## config.mk

```make
export PLATFORM = sky130hd
export DESIGN_NAME = lamp_gate
export DESIGN_NICKNAME = d
export VERILOG_FILES = /design/src/rtl/lamp_gate_pkg.sv /design/src/rtl/lamp_bl_sync.sv /design/src/rtl/lamp_ctrl_regs.sv /design/src/rtl/lamp_pwm.sv /design/src/rtl/lamp_gate.sv
export SDC_FILE = /design/constraint.sdc
export NUM_CORES = 1
export LEC_CHECK = 0
export BUFFER_PORTS_ARGS = -buffer_cell sky130_fd_sc_hd__buf_2
export CAP_MARGIN = 20
export CORE_MARGIN = 1
export CORE_UTILIZATION = 56
export CTS_BUF_LIST = sky130_fd_sc_hd__clkbuf_2
export DETAILED_ROUTE_END_ITERATION = 12
export PLACE_DENSITY = 0.86
export SYNTH_ARGS = -nofsm -noshare
export SYNTH_HDL_FRONTEND = slang
export SYNTH_HIERARCHICAL = 1
export SYNTH_SLANG_ARGS = --single-unit
```

## constraint.sdc

```tcl
create_clock -name clk -period 2.5 [get_ports clk]
set_input_delay 0.125 -clock clk [delete_from_list [all_inputs] [get_ports clk]]
set_output_delay 0.125 -clock clk [all_outputs]
set_load 0.02 [all_outputs]
```

## src/rtl/lamp_gate_pkg.sv

```systemverilog
package lamp_gate_pkg;

   localparam int unsigned BRT_W      = 3;
   localparam int unsigned NUM_LEVELS = 1 << BRT_W;

   typedef struct packed {
      logic             ext_off;
      logic             mblank;
      logic [BRT_W-1:0] brt;
   } ctrl_t;

   function automatic int unsigned level_pct(input int unsigned code);
      case (code)
         0:       return 100;
         1:       return 60;
         2:       return 40;
         3:       return 27;
         4:       return 17;
         5:       return 10;
         6:       return 7;
         default: return 3;
      endcase
   endfunction

   function automatic int unsigned level_steps(input int unsigned code,
                                               input int unsigned steps);
      int unsigned v;
      v = (level_pct(code) * steps + 50) / 100;
      if (v == 0) v = 1;
      return v;
   endfunction

endpackage

```

## src/rtl/lamp_bl_sync.sv

```systemverilog
module lamp_bl_sync #(
   parameter int unsigned STAGES = 2
) (
   input  logic clk,
   input  logic rst_n,
   input  logic d_async,
   output logic q_sync
);
   logic [STAGES-1:0] chain;

   generate
      for (genvar s = 0; s < STAGES; s++) begin : g_stage
         if (s == 0) begin : g_first
            always_ff @(posedge clk or negedge rst_n) begin
               if (!rst_n) chain[0] <= 1'b0;
               else        chain[0] <= d_async;
            end
         end else begin : g_next
            always_ff @(posedge clk or negedge rst_n) begin
               if (!rst_n) chain[s] <= 1'b0;
               else        chain[s] <= chain[s-1];
            end
         end
      end
   endgenerate

   assign q_sync = chain[STAGES-1];
endmodule

```

## src/rtl/lamp_ctrl_regs.sv

```systemverilog
module lamp_ctrl_regs
   import lamp_gate_pkg::*;
#(
   parameter int unsigned NUM_CHARS = 4,
   parameter int unsigned DATA_W    = 8,
   parameter int unsigned EXT_BIT   = 6,
   parameter int unsigned MB_BIT    = 2,
   parameter int unsigned BRT_LSB   = 3,
   parameter int unsigned HOLD_BIT  = 1,
   localparam int unsigned ADDR_W   = (NUM_CHARS > 1) ? $clog2(NUM_CHARS) : 1
) (
   input  logic                 clk,
   input  logic                 rst_n,
   input  logic                 ctrl_we,
   input  logic [DATA_W-1:0]    ctrl_wdata,
   input  logic                 attr_we,
   input  logic [ADDR_W-1:0]    attr_addr,
   input  logic [DATA_W-1:0]    attr_wdata,
   output ctrl_t                ctrl_q,
   output logic [NUM_CHARS-1:0] hold_q
);
   localparam logic [DATA_W-1:0] CTRL_USED =
      (DATA_W'(1) << EXT_BIT) | (DATA_W'(1) << MB_BIT) |
      (DATA_W'((1 << BRT_W) - 1) << BRT_LSB);
   localparam logic [DATA_W-1:0] ATTR_USED = DATA_W'(1) << HOLD_BIT;

   logic unused_ctrl_bits;
   logic unused_attr_bits;
   assign unused_ctrl_bits = ^(ctrl_wdata & ~CTRL_USED);
   assign unused_attr_bits = ^(attr_wdata & ~ATTR_USED);

   always_ff @(posedge clk or negedge rst_n) begin
      if (!rst_n) begin
         ctrl_q <= '0;
      end else if (ctrl_we) begin
         ctrl_q.ext_off <= ctrl_wdata[EXT_BIT];
         ctrl_q.mblank  <= ctrl_wdata[MB_BIT];
         ctrl_q.brt     <= ctrl_wdata[BRT_LSB +: BRT_W];
      end
   end

   generate
      for (genvar c = 0; c < NUM_CHARS; c++) begin : g_hold
         always_ff @(posedge clk or negedge rst_n) begin
            if (!rst_n)
               hold_q[c] <= 1'b0;
            else if (attr_we && (attr_addr == ADDR_W'(c)))
               hold_q[c] <= attr_wdata[HOLD_BIT];
         end
      end
   endgenerate
endmodule

```

## src/rtl/lamp_pwm.sv

```systemverilog
module lamp_pwm
   import lamp_gate_pkg::*;
#(
   parameter int unsigned STEPS = 30,
   localparam int unsigned CNT_W = $clog2(STEPS),
   localparam int unsigned LIM_W = $clog2(STEPS + 1)
) (
   input  logic             clk,
   input  logic             rst_n,
   input  logic             bypass,
   input  logic [BRT_W-1:0] code,
   output logic [CNT_W-1:0] phase,
   output logic             wave_on
);
   logic [LIM_W-1:0] limit [NUM_LEVELS];

   generate
      for (genvar g = 0; g < NUM_LEVELS; g++) begin : g_lim
         assign limit[g] = LIM_W'(level_steps(g, STEPS));
      end
   endgenerate

   always_ff @(posedge clk or negedge rst_n) begin
      if (!rst_n)                             phase <= '0;
      else if (phase == CNT_W'(STEPS - 1))    phase <= '0;
      else                                    phase <= phase + 1'b1;
   end

   assign wave_on = bypass | (LIM_W'(phase) < limit[code]);
endmodule

```

## src/rtl/lamp_gate.sv

```systemverilog
module lamp_gate
   import lamp_gate_pkg::*;
#(
   parameter int unsigned NUM_CHARS   = 4,
   parameter int unsigned DATA_W      = 8,
   parameter int unsigned EXT_BIT     = 6,
   parameter int unsigned MB_BIT      = 2,
   parameter int unsigned BRT_LSB     = 3,
   parameter int unsigned HOLD_BIT    = 1,
   parameter int unsigned PWM_STEPS   = 30,
   parameter int unsigned SYNC_STAGES = 2
) (
   input  logic                                 clk,
   input  logic                                 rst_n,
   input  logic                                 ctrl_we,
   input  logic [DATA_W-1:0]                    ctrl_wdata,
   input  logic                                 attr_we,
   input  logic [((NUM_CHARS > 1) ? $clog2(NUM_CHARS) : 1)-1:0] attr_addr,
   input  logic [DATA_W-1:0]                    attr_wdata,
   input  logic                                 blank_n_in,
   output logic [NUM_CHARS-1:0]                 char_en
);
   localparam int unsigned CNT_W = $clog2(PWM_STEPS);

   generate
      if (EXT_BIT >= DATA_W || MB_BIT >= DATA_W || HOLD_BIT >= DATA_W ||
          BRT_LSB + BRT_W > DATA_W) begin : g_bad_field
         $error("lamp_gate: a control or attribute field lies outside DATA_W");
      end
      if (PWM_STEPS < 2) begin : g_bad_steps
         $error("lamp_gate: PWM_STEPS must be at least 2");
      end
      if (SYNC_STAGES < 2) begin : g_bad_sync
         $error("lamp_gate: SYNC_STAGES must be at least 2");
      end
      if (NUM_CHARS < 1) begin : g_bad_chars
         $error("lamp_gate: NUM_CHARS must be at least 1");
      end
   endgenerate

   ctrl_t                ctrl_q;
   logic [NUM_CHARS-1:0] hold_q;
   logic                 bl_sync;
   logic [CNT_W-1:0]     pwm_phase;
   logic                 pwm_on;
   logic [NUM_CHARS-1:0] lit_dec;

   lamp_ctrl_regs #(
      .NUM_CHARS (NUM_CHARS),
      .DATA_W    (DATA_W),
      .EXT_BIT   (EXT_BIT),
      .MB_BIT    (MB_BIT),
      .BRT_LSB   (BRT_LSB),
      .HOLD_BIT  (HOLD_BIT)
   ) u_regs (
      .clk        (clk),
      .rst_n      (rst_n),
      .ctrl_we    (ctrl_we),
      .ctrl_wdata (ctrl_wdata),
      .attr_we    (attr_we),
      .attr_addr  (attr_addr),
      .attr_wdata (attr_wdata),
      .ctrl_q     (ctrl_q),
      .hold_q     (hold_q)
   );

   lamp_bl_sync #(
      .STAGES (SYNC_STAGES)
   ) u_sync (
      .clk     (clk),
      .rst_n   (rst_n),
      .d_async (blank_n_in),
      .q_sync  (bl_sync)
   );

   lamp_pwm #(
      .STEPS (PWM_STEPS)
   ) u_pwm (
      .clk     (clk),
      .rst_n   (rst_n),
      .bypass  (ctrl_q.ext_off),
      .code    (ctrl_q.brt),
      .phase   (pwm_phase),
      .wave_on (pwm_on)
   );

   generate
      for (genvar c = 0; c < NUM_CHARS; c++) begin : g_char
         always_comb begin
            if (ctrl_q.ext_off) lit_dec[c] = bl_sync;
            else                lit_dec[c] = hold_q[c] | (bl_sync & ~ctrl_q.mblank);
         end
         assign char_en[c] = lit_dec[c] & pwm_on;
      end
   endgenerate
endmodule

```

==> flow_metrics.env, run 1 <==
export IMPL_outcome="completed"
export IMPL_htreeDepth=1
export IMPL_grt_max_degree=17
export IMPL_drv_cap=0
export IMPL_post_route_period_util_pct=94.98
export IMPL_grt_usage_pct=20.07
export IMPL_swShare_pct=30.23
export IMPL_whs_path_depth=2
export IMPL_worst_clock_skew_ns=0.01313
export IMPL_antenna_cells=0
export IMPL_cp_max_fo=3
export IMPL_p_int_mw=0.4105
export IMPL_die_h_um=41.44
export IMPL_leakagePower_nw=0.5137
export IMPL_postLayoutCoreUtil_pct=81.32
export IMPL_hold_viol=0
export IMPL_tns_ns=0
export IMPL_final_cell_area_um2=1111
export IMPL_netlist_area_um2=870.8
export IMPL_ir_drop_mv=0.3714
export IMPL_worstSkewPairLatency_ns=0.28
export IMPL_firstDrtPassIters=4
export IMPL_yosysUniqueCellTypes=22
export IMPL_routed_wl_um=1651
export IMPL_hold_class="in -> reg"
export IMPL_syn_avg_cell_area_um2=11.77
export IMPL_worst_setup_path_start_kind="register"
export IMPL_cts_sink_count=16
export IMPL_required_ns=2.38
export IMPL_pwr_share_clk_pct=18.9
export IMPL_holdPathEnd="u_regs/ctrl_q[4]"
export IMPL_maxSlewViolCount=0
export IMPL_layout_drive_gt1_share_pct=45.00
export IMPL_holdCritStartpoint="ctrl_wdata[6]"
export IMPL_num_vias=682
export IMPL_clk_pin_slew_ns=0.15
export IMPL_cts_tree="yes"
export IMPL_die_w_um=41.44
export IMPL_coreArea_um2=1366
export IMPL_first_iter_violations=14
export IMPL_ff2ff_setup_slack_ns=1.24
export IMPL_drc=0
export IMPL_period_minus_slack_ns=2.375
export IMPL_cts_buffers=3
export IMPL_place_gp_congestion=0.7645
export IMPL_setup_viol=0
export IMPL_worstPathArrival_ns=2.25
export IMPL_powerDensity_nw_per_um2=529.5
export IMPL_relSlewSlack_pct=76.05
export IMPL_yosysWarnings=6
export IMPL_crit_type="reg -> out"
export IMPL_grt_pass1_vias=673
export IMPL_worst_slew_pin_slew_ns=0.3592
export IMPL_pwr_share_seq_pct=50.7
export IMPL_rows=13
export IMPL_cts_root_buf="clkbuf_2"
export IMPL_dp_hpwl_um=1192
export IMPL_grt_ovfl_total=0
export IMPL_reg2reg_depth=4
export IMPL_antenna_found_initial=0
export IMPL_postSynthCellCount=74
export IMPL_io_buffers=16
export IMPL_grt_pass1_wl_um=2677
export IMPL_switchingPower_mw=0.1778
export IMPL_dieArea_um2=1717
export IMPL_r2r_end="u_pwm/phase[3]"
export IMPL_placed_cell_area_um2=969.7
export IMPL_initial_core_util_pct=63.74
export IMPL_synth_fp_nets=106
export IMPL_clk_path_buf_depth=2
export IMPL_syn_to_final_growth_pct=27.59
export IMPL_yosysSeqAreaShare_pct=45.98
export IMPL_routedWlPerCell_um=14.36
export IMPL_worstReg2RegStart="u_pwm/phase[0]"
export IMPL_num_io_pins=27
export IMPL_cp_end_kind="output pin"
export IMPL_final_nets=133
export IMPL_drtAntennaViolNets=0
export IMPL_vias_per_cell=5.930
export IMPL_fmax_mhz=421.1
export IMPL_combPwrFrac_pct=30.4
export IMPL_ys_ff_latch=16
[cells in the mapped netlist, drive strengths merged]
| cell | instances | area share [%] |
|---|---|---|
| o311a | 1 | 1.1 |
| mux2 | 9 | 12 |
| mux2i | 2 | 2.3 |
| nor3b | 1 | 1.4 |
| ha | 9 | 13 |
| a311oi | 1 | 1.0 |
| nand3 | 3 | 1.7 |
| or2 | 1 | 0.72 |
| a21oi | 3 | 1.7 |
| inv | 5 | 2.2 |
| nand2 | 5 | 2.2 |
| a22oi | 1 | 0.86 |
| a41oi | 2 | 2.0 |
| nand3b | 3 | 2.6 |
| o2bb2ai | 3 | 3.0 |
| a21o | 1 | 0.86 |
| o21ai | 5 | 2.9 |
| dfrtp | 16 | 46 |
| o211ai | 1 | 0.86 |
| nor2b | 2 | 2.0 |
[worst max-delay path by stage]
stage,startpoint,slack (ns),cells past startpoint,to
after global placement,u_regs/ctrl_q[1],0.38,10,char_en[2]
after global routing,u_regs/ctrl_q[0],-0.02,10,char_en[3]
after CTS,u_regs/ctrl_q[1],0.009,10,char_en[3]
final,u_regs/ctrl_q[0],0.13,10,char_en[2]
after floorplan,u_regs/ctrl_q[1],0.56,9,char_en[0]
after detailed placement,u_regs/ctrl_q[1],0.35,10,char_en[3]
[kinds of logic (layout without fill, tap and decap cells)]
group / after synthesis / after routing / synth area share [%]
AOI/OAI and AO/OA: 18 / 18 / 14.37
adders and majority gates: 9 / 9 / 12.93
buffers and inverters: 5 / 31 / 2.154
DFF: 16 / 16 / 45.98
muxes: 11 / 11 / 13.94
and+or+nand+nor: 15 / 15 / 10.63
[routing by layer]
metal  vias to the layer above  GRT usage, %  part of all wire, %
li1                        330             -                    -
met1                       331         23.36                   41
met2                        19         35.94                   56
met3                         2         2.609                  2.8
met4                         0         9.677                 0.91
met5                         -             0                    0
[what timing repair did]
item,4_1_cts,5_1_grt
pin swaps,0,4
hold buffers,2,0
gates resized for setup,1,18
endpoints found under the hold margin,17,0
buffers inserted,0,4
endpoints found under the setup margin,1,4
[final cells by class]
class | count | area, µm²
clock buffers | 3 | 15.01
multi-input cells | 53 | 505.5
flip-flops and latches | 16 | 400.4
repair buffers | 22 | 148.9
fillers | 90 | 255.2
well taps | 15 | 18.77
inverters | 5 | 18.77
clock inverters | 1 | 3.754
[per-stage QoR]
| stage | hold slack (ns) | power [mW] | cells | setup slack (ns) |
|---|---|---|---|---|
| after floorplan | -0.1706 | 0.3839 | 74 | 0.5563 |
| after global placement | 0.04935 | 0.4235 | 105 | 0.3835 |
| after detailed placement | 0.05679 | 0.4301 | 105 | 0.3478 |
| after CTS | 0.04034 | 0.5495 | 111 | 0.008620 |
| after global routing | 0.04431 | 0.6236 | 115 | -0.01809 |
| final | 0.06010 | 0.5883 | 115 | 0.1254 |
[power groups by stage]
stage,clock [mW],sequential (mW),combinational [mW]
2_1_floorplan,0,0.296,0.0883
3_3_place_gp,0,0.299,0.124
3_5_place_dp,0,0.301,0.130
4_1_cts,0.119,0.296,0.134
5_1_grt,0.127,0.301,0.195
6_report,0.111,0.298,0.179
[layout by cell type (no fill, tap or decap), drive strengths merged]
master | netlist | final
a21o | 1 | 1
a21oi | 3 | 3
a22oi | 1 | 1
a311oi | 1 | 1
a41oi | 2 | 2
buf | 0 | 20
clkbuf | 0 | 3
clkinv | 0 | 1
dfrtp | 16 | 16
dlygate4sd3 | 0 | 2
ha | 9 | 9
inv | 5 | 5
mux2 | 9 | 9
mux2i | 2 | 2
nand2 | 5 | 5
nand3 | 3 | 3
nand3b | 3 | 3
nor2b | 2 | 2
nor3b | 1 | 1
o211ai | 1 | 1
o21ai | 5 | 5
o2bb2ai | 3 | 3
o311a | 1 | 1
or2 | 1 | 1
[sequential cells by signal, indices dropped and copies added (netlist names)]
| signal | count |
|---|---|
| u_sync/chain | 1 |
| u_regs/hold_q | 4 |
| u_regs/ctrl_q | 5 |
| u_sync/q_sync | 1 |
| u_pwm/phase | 5 |
[critical path: stages, from the launching register on]
cell and delay [ns]:
dfrtp_1 0.41, inv_2 0.07, ha_4 0.15, mux2i_2 0.16
ha_1 0.28, a21oi_2 0.14, nand2_1 0.07, o21ai_2 0.20
nor2b_4 0.22, o2bb2ai_2 0.13, buf_6 0.14
(Power assumes the default switching activity.)
==> run 2, diff against run 1 <==
- ABC_AREA: not set -> 1
- CORE_UTILIZATION: 56 -> 57
==> flow_metrics.env, run 2 <==
export IMPL_antenna_found_initial=0
export IMPL_coreArea_um2=1524
export IMPL_synth_area_leader_cell="dfrtp_1"
export IMPL_grt_max_degree=17
export IMPL_place_ws_ns=0.4434
export IMPL_worstReg2RegStart="u_pwm/phase[0]"
export IMPL_syn_avg_cell_area_um2=7.690
export IMPL_synthTopCellsByCount="nand2_1, inv_1, dfrtp_1"
export IMPL_cts_root_buf="clkbuf_2"
export IMPL_fmax_mhz=435.1
export IMPL_synth_xor_xnor_area_share_pct=0.9259
export IMPL_initial_core_util_pct=62.07
export IMPL_worstPathArrival_ns=2.17
export IMPL_worst_clock_skew_ns=0.0006626
export IMPL_synth_fa_ha_area_share_pct=11.90
export IMPL_place_gp_congestion=0.7827
export IMPL_grt_usage_pct=22.16
export IMPL_worst_slew_pin_slew_ns=0.3634
export IMPL_yosysMostFrequentCell="nand2_1"
export IMPL_mostFrequentLayoutCell="nand2_1"
export IMPL_cts_tree="yes"
export IMPL_layout_drive_gt1_share_pct=18.31
export IMPL_fin_ws_ns=0.2015
export IMPL_firstDrtPassIters=4
export IMPL_post_route_period_util_pct=91.94
export IMPL_holdCritStartpoint="ctrl_wdata[4]"
export IMPL_yosysSeqAreaShare_pct=42.33
export IMPL_routed_wl_um=1661
export IMPL_synth_edf_count=0
export IMPL_layout_cells_non_filler=158
export IMPL_synth_fp_nets=155
export IMPL_grt_pass1_vias=744
export IMPL_num_vias=782
export IMPL_dp_cells=153
export IMPL_yosysWarnings=6
export IMPL_drtAntennaViolNets=0
export IMPL_powerDensity_nw_per_um2=495.5
export IMPL_drv_cap=0
export IMPL_dp_hpwl_um=1285
export IMPL_hold_viol=0
export IMPL_drc=0
export IMPL_syn_to_final_growth_pct=12.96
export IMPL_cp_max_fo=4
export IMPL_worst_setup_path_start_kind="register"
export IMPL_required_ns=2.38
export IMPL_synth_compound_area_share_pct=6.085
export IMPL_rsz0062_at_grt="false"
export IMPL_vias_per_cell=4.949
export IMPL_hold_class="in -> reg"
export IMPL_reg_largest_list="u_pwm/phase: 5 flops, u_regs/ctrl_q: 5 flops, u_regs/hold_q: 4 flops"
export IMPL_die_h_um=42.74
export IMPL_r2r_end="u_pwm/phase[2]"
export IMPL_synth_simple_gate_area_share_pct=27.51
export IMPL_whs_path_depth=3
export IMPL_maxSlewViolCount=0
export IMPL_worstSkewPairLatency_ns=0.28
export IMPL_leakagePower_nw=0.6176
export IMPL_final_nets=176
export IMPL_postLayoutCoreUtil_pct=70.11
export IMPL_clk_pin_slew_ns=0.14
export IMPL_routedWlPerCell_um=10.51
export IMPL_multiInputGateArea_um2=439.2
export IMPL_dieArea_um2=1826
export IMPL_async_flop_share_pct=100.0
export IMPL_outcome="completed"
export IMPL_cts_sink_count=16
export IMPL_layout_common_cells="nand2_1, inv_1, buf_2, dfrtp_1, nor2_1"
export IMPL_netlist_area_um2=945.9
export IMPL_period_minus_slack_ns=2.299
export IMPL_grt_pass1_wl_um=2884
export IMPL_regArea_um2=400.4
export IMPL_postSynthCellCount=123
export IMPL_setup_viol=0
export IMPL_relSlewSlack_pct=75.78
export IMPL_postCtsSetupBuffers=0
export IMPL_cp_end_kind="output pin"
export IMPL_ys_top_cells_by_area="dfrtp_1, ha_1, nand2_1, inv_1, nand3_1"
export IMPL_synth_mux_area_fraction_pct=0
export IMPL_first_iter_violations=14
export IMPL_reg2reg_depth=4
export IMPL_synth_top_family_by_area="simple AND/OR/NAND/NOR gates"
export IMPL_holdPathEnd="u_regs/ctrl_q[1]"
export IMPL_rows=14
export IMPL_die_w_um=42.74
export IMPL_ir_drop_mv=0.4015
export IMPL_tns_ns=0
export IMPL_crit_type="reg -> out"
export IMPL_cts_buffers=3
export IMPL_ff2ff_setup_slack_ns=1.41
export IMPL_num_io_pins=27
export IMPL_ys_ff_latch=16
export IMPL_yosysUniqueCellTypes=19
export IMPL_clk_path_buf_depth=2
export IMPL_synth_top_flop_cell="dfrtp_1"
export IMPL_io_buffers=16
export IMPL_synth_top_cell_area_share_pct=42.33
export IMPL_htreeDepth=1
export IMPL_antenna_cells=0
export IMPL_grt_ovfl_total=0
export IMPL_fill_cells=125
## run 2: cell types whose count changed after synthesis, moves of 3 or more
cell       change
inv_1         +19
mux2_2         -7
nand2_1       +24
nand3_1        +6
nand3b_1       -3
nand4_1        +3
nor2_1        +12
o21ai_0        +6
o21ai_1        -5
o2bb2ai_1      -3
## run 2: where the power goes
part,internal (mW),switching (mW)
combinational,0.0506,0.0783
clock,0.0327,0.0762
sequential,0.278,0.0137
## run 2: through the flow
| step | total power, mW | area [µm²] | hold slack, ns |
|---|---|---|---|
| 6_report | 0.5294 | 1069 | 0.03450 |
| 3_3_place_gp | 0.4150 | 1033 | 0.04893 |
| 4_1_cts | 0.5377 | 1069 | 0.01490 |
| 2_1_floorplan | 0.3800 | 945.9 | -0.1706 |
| 3_5_place_dp | 0.4237 | 1033 | 0.06077 |
| 5_1_grt | 0.5677 | 1069 | 0.03332 |
## run 2: cells by family (layout without fill, tap and decap cells)
logic type      Yosys count  in the layout
compound gates           11             11
buf+inv                  27             46
xor+xnor                  1              1
flops                    16             16
simple gates             59             59
fa+ha+maj                 9              9
## run 2: per-layer routing
metal  vias to the layer above  share of wire (%)  track usage [%]
met5                         -                  0                0
met1                       346                 41            23.38
li1                        419                  -                -
met2                        15                 55            40.30
met3                         2                3.3            2.553
met4                         0                1.1            15.00
## run 2: layout make-up
type / instances / share of cell area (%)
well taps: 16 / 1.874
flip-flops and latches: 16 / 37.47
multi-input cells: 80 / 41.10
clock buffers: 3 / 1.405
repair buffers: 18 / 9.368
inverters: 25 / 8.782
## run 2: how the worst max path moves through the flow
stage / startpoint / end / slack [ns]
2_1_floorplan: u_regs/ctrl_q[0] / char_en[0] / 0.62
3_3_place_gp: u_regs/ctrl_q[1] / char_en[0] / 0.54
3_5_place_dp: u_regs/ctrl_q[0] / char_en[1] / 0.44
4_1_cts: u_regs/ctrl_q[0] / char_en[2] / 0.12
5_1_grt: u_regs/ctrl_q[1] / char_en[2] / 0.01
6_report: u_regs/ctrl_q[1] / char_en[1] / 0.20
## run 2: timing repair
item,in CTS,in global routing
hold buffers,2,0
gates resized for setup,0,1
endpoints found under the hold margin,17,0
setup endpoints to repair,0,4
## run 2: critical path, stage by stage (launching register included)
cell	delay [ns]
dfrtp_1	0.39
inv_1	0.08
ha_1	0.18
or2_2	0.27
ha_1	0.27
nand2_1	0.09
nor2_1	0.05
nand2_1	0.05
nand3_1	0.07
nand2_1	0.08
nand2_2	0.08
nor2_1	0.10
buf_2	0.17
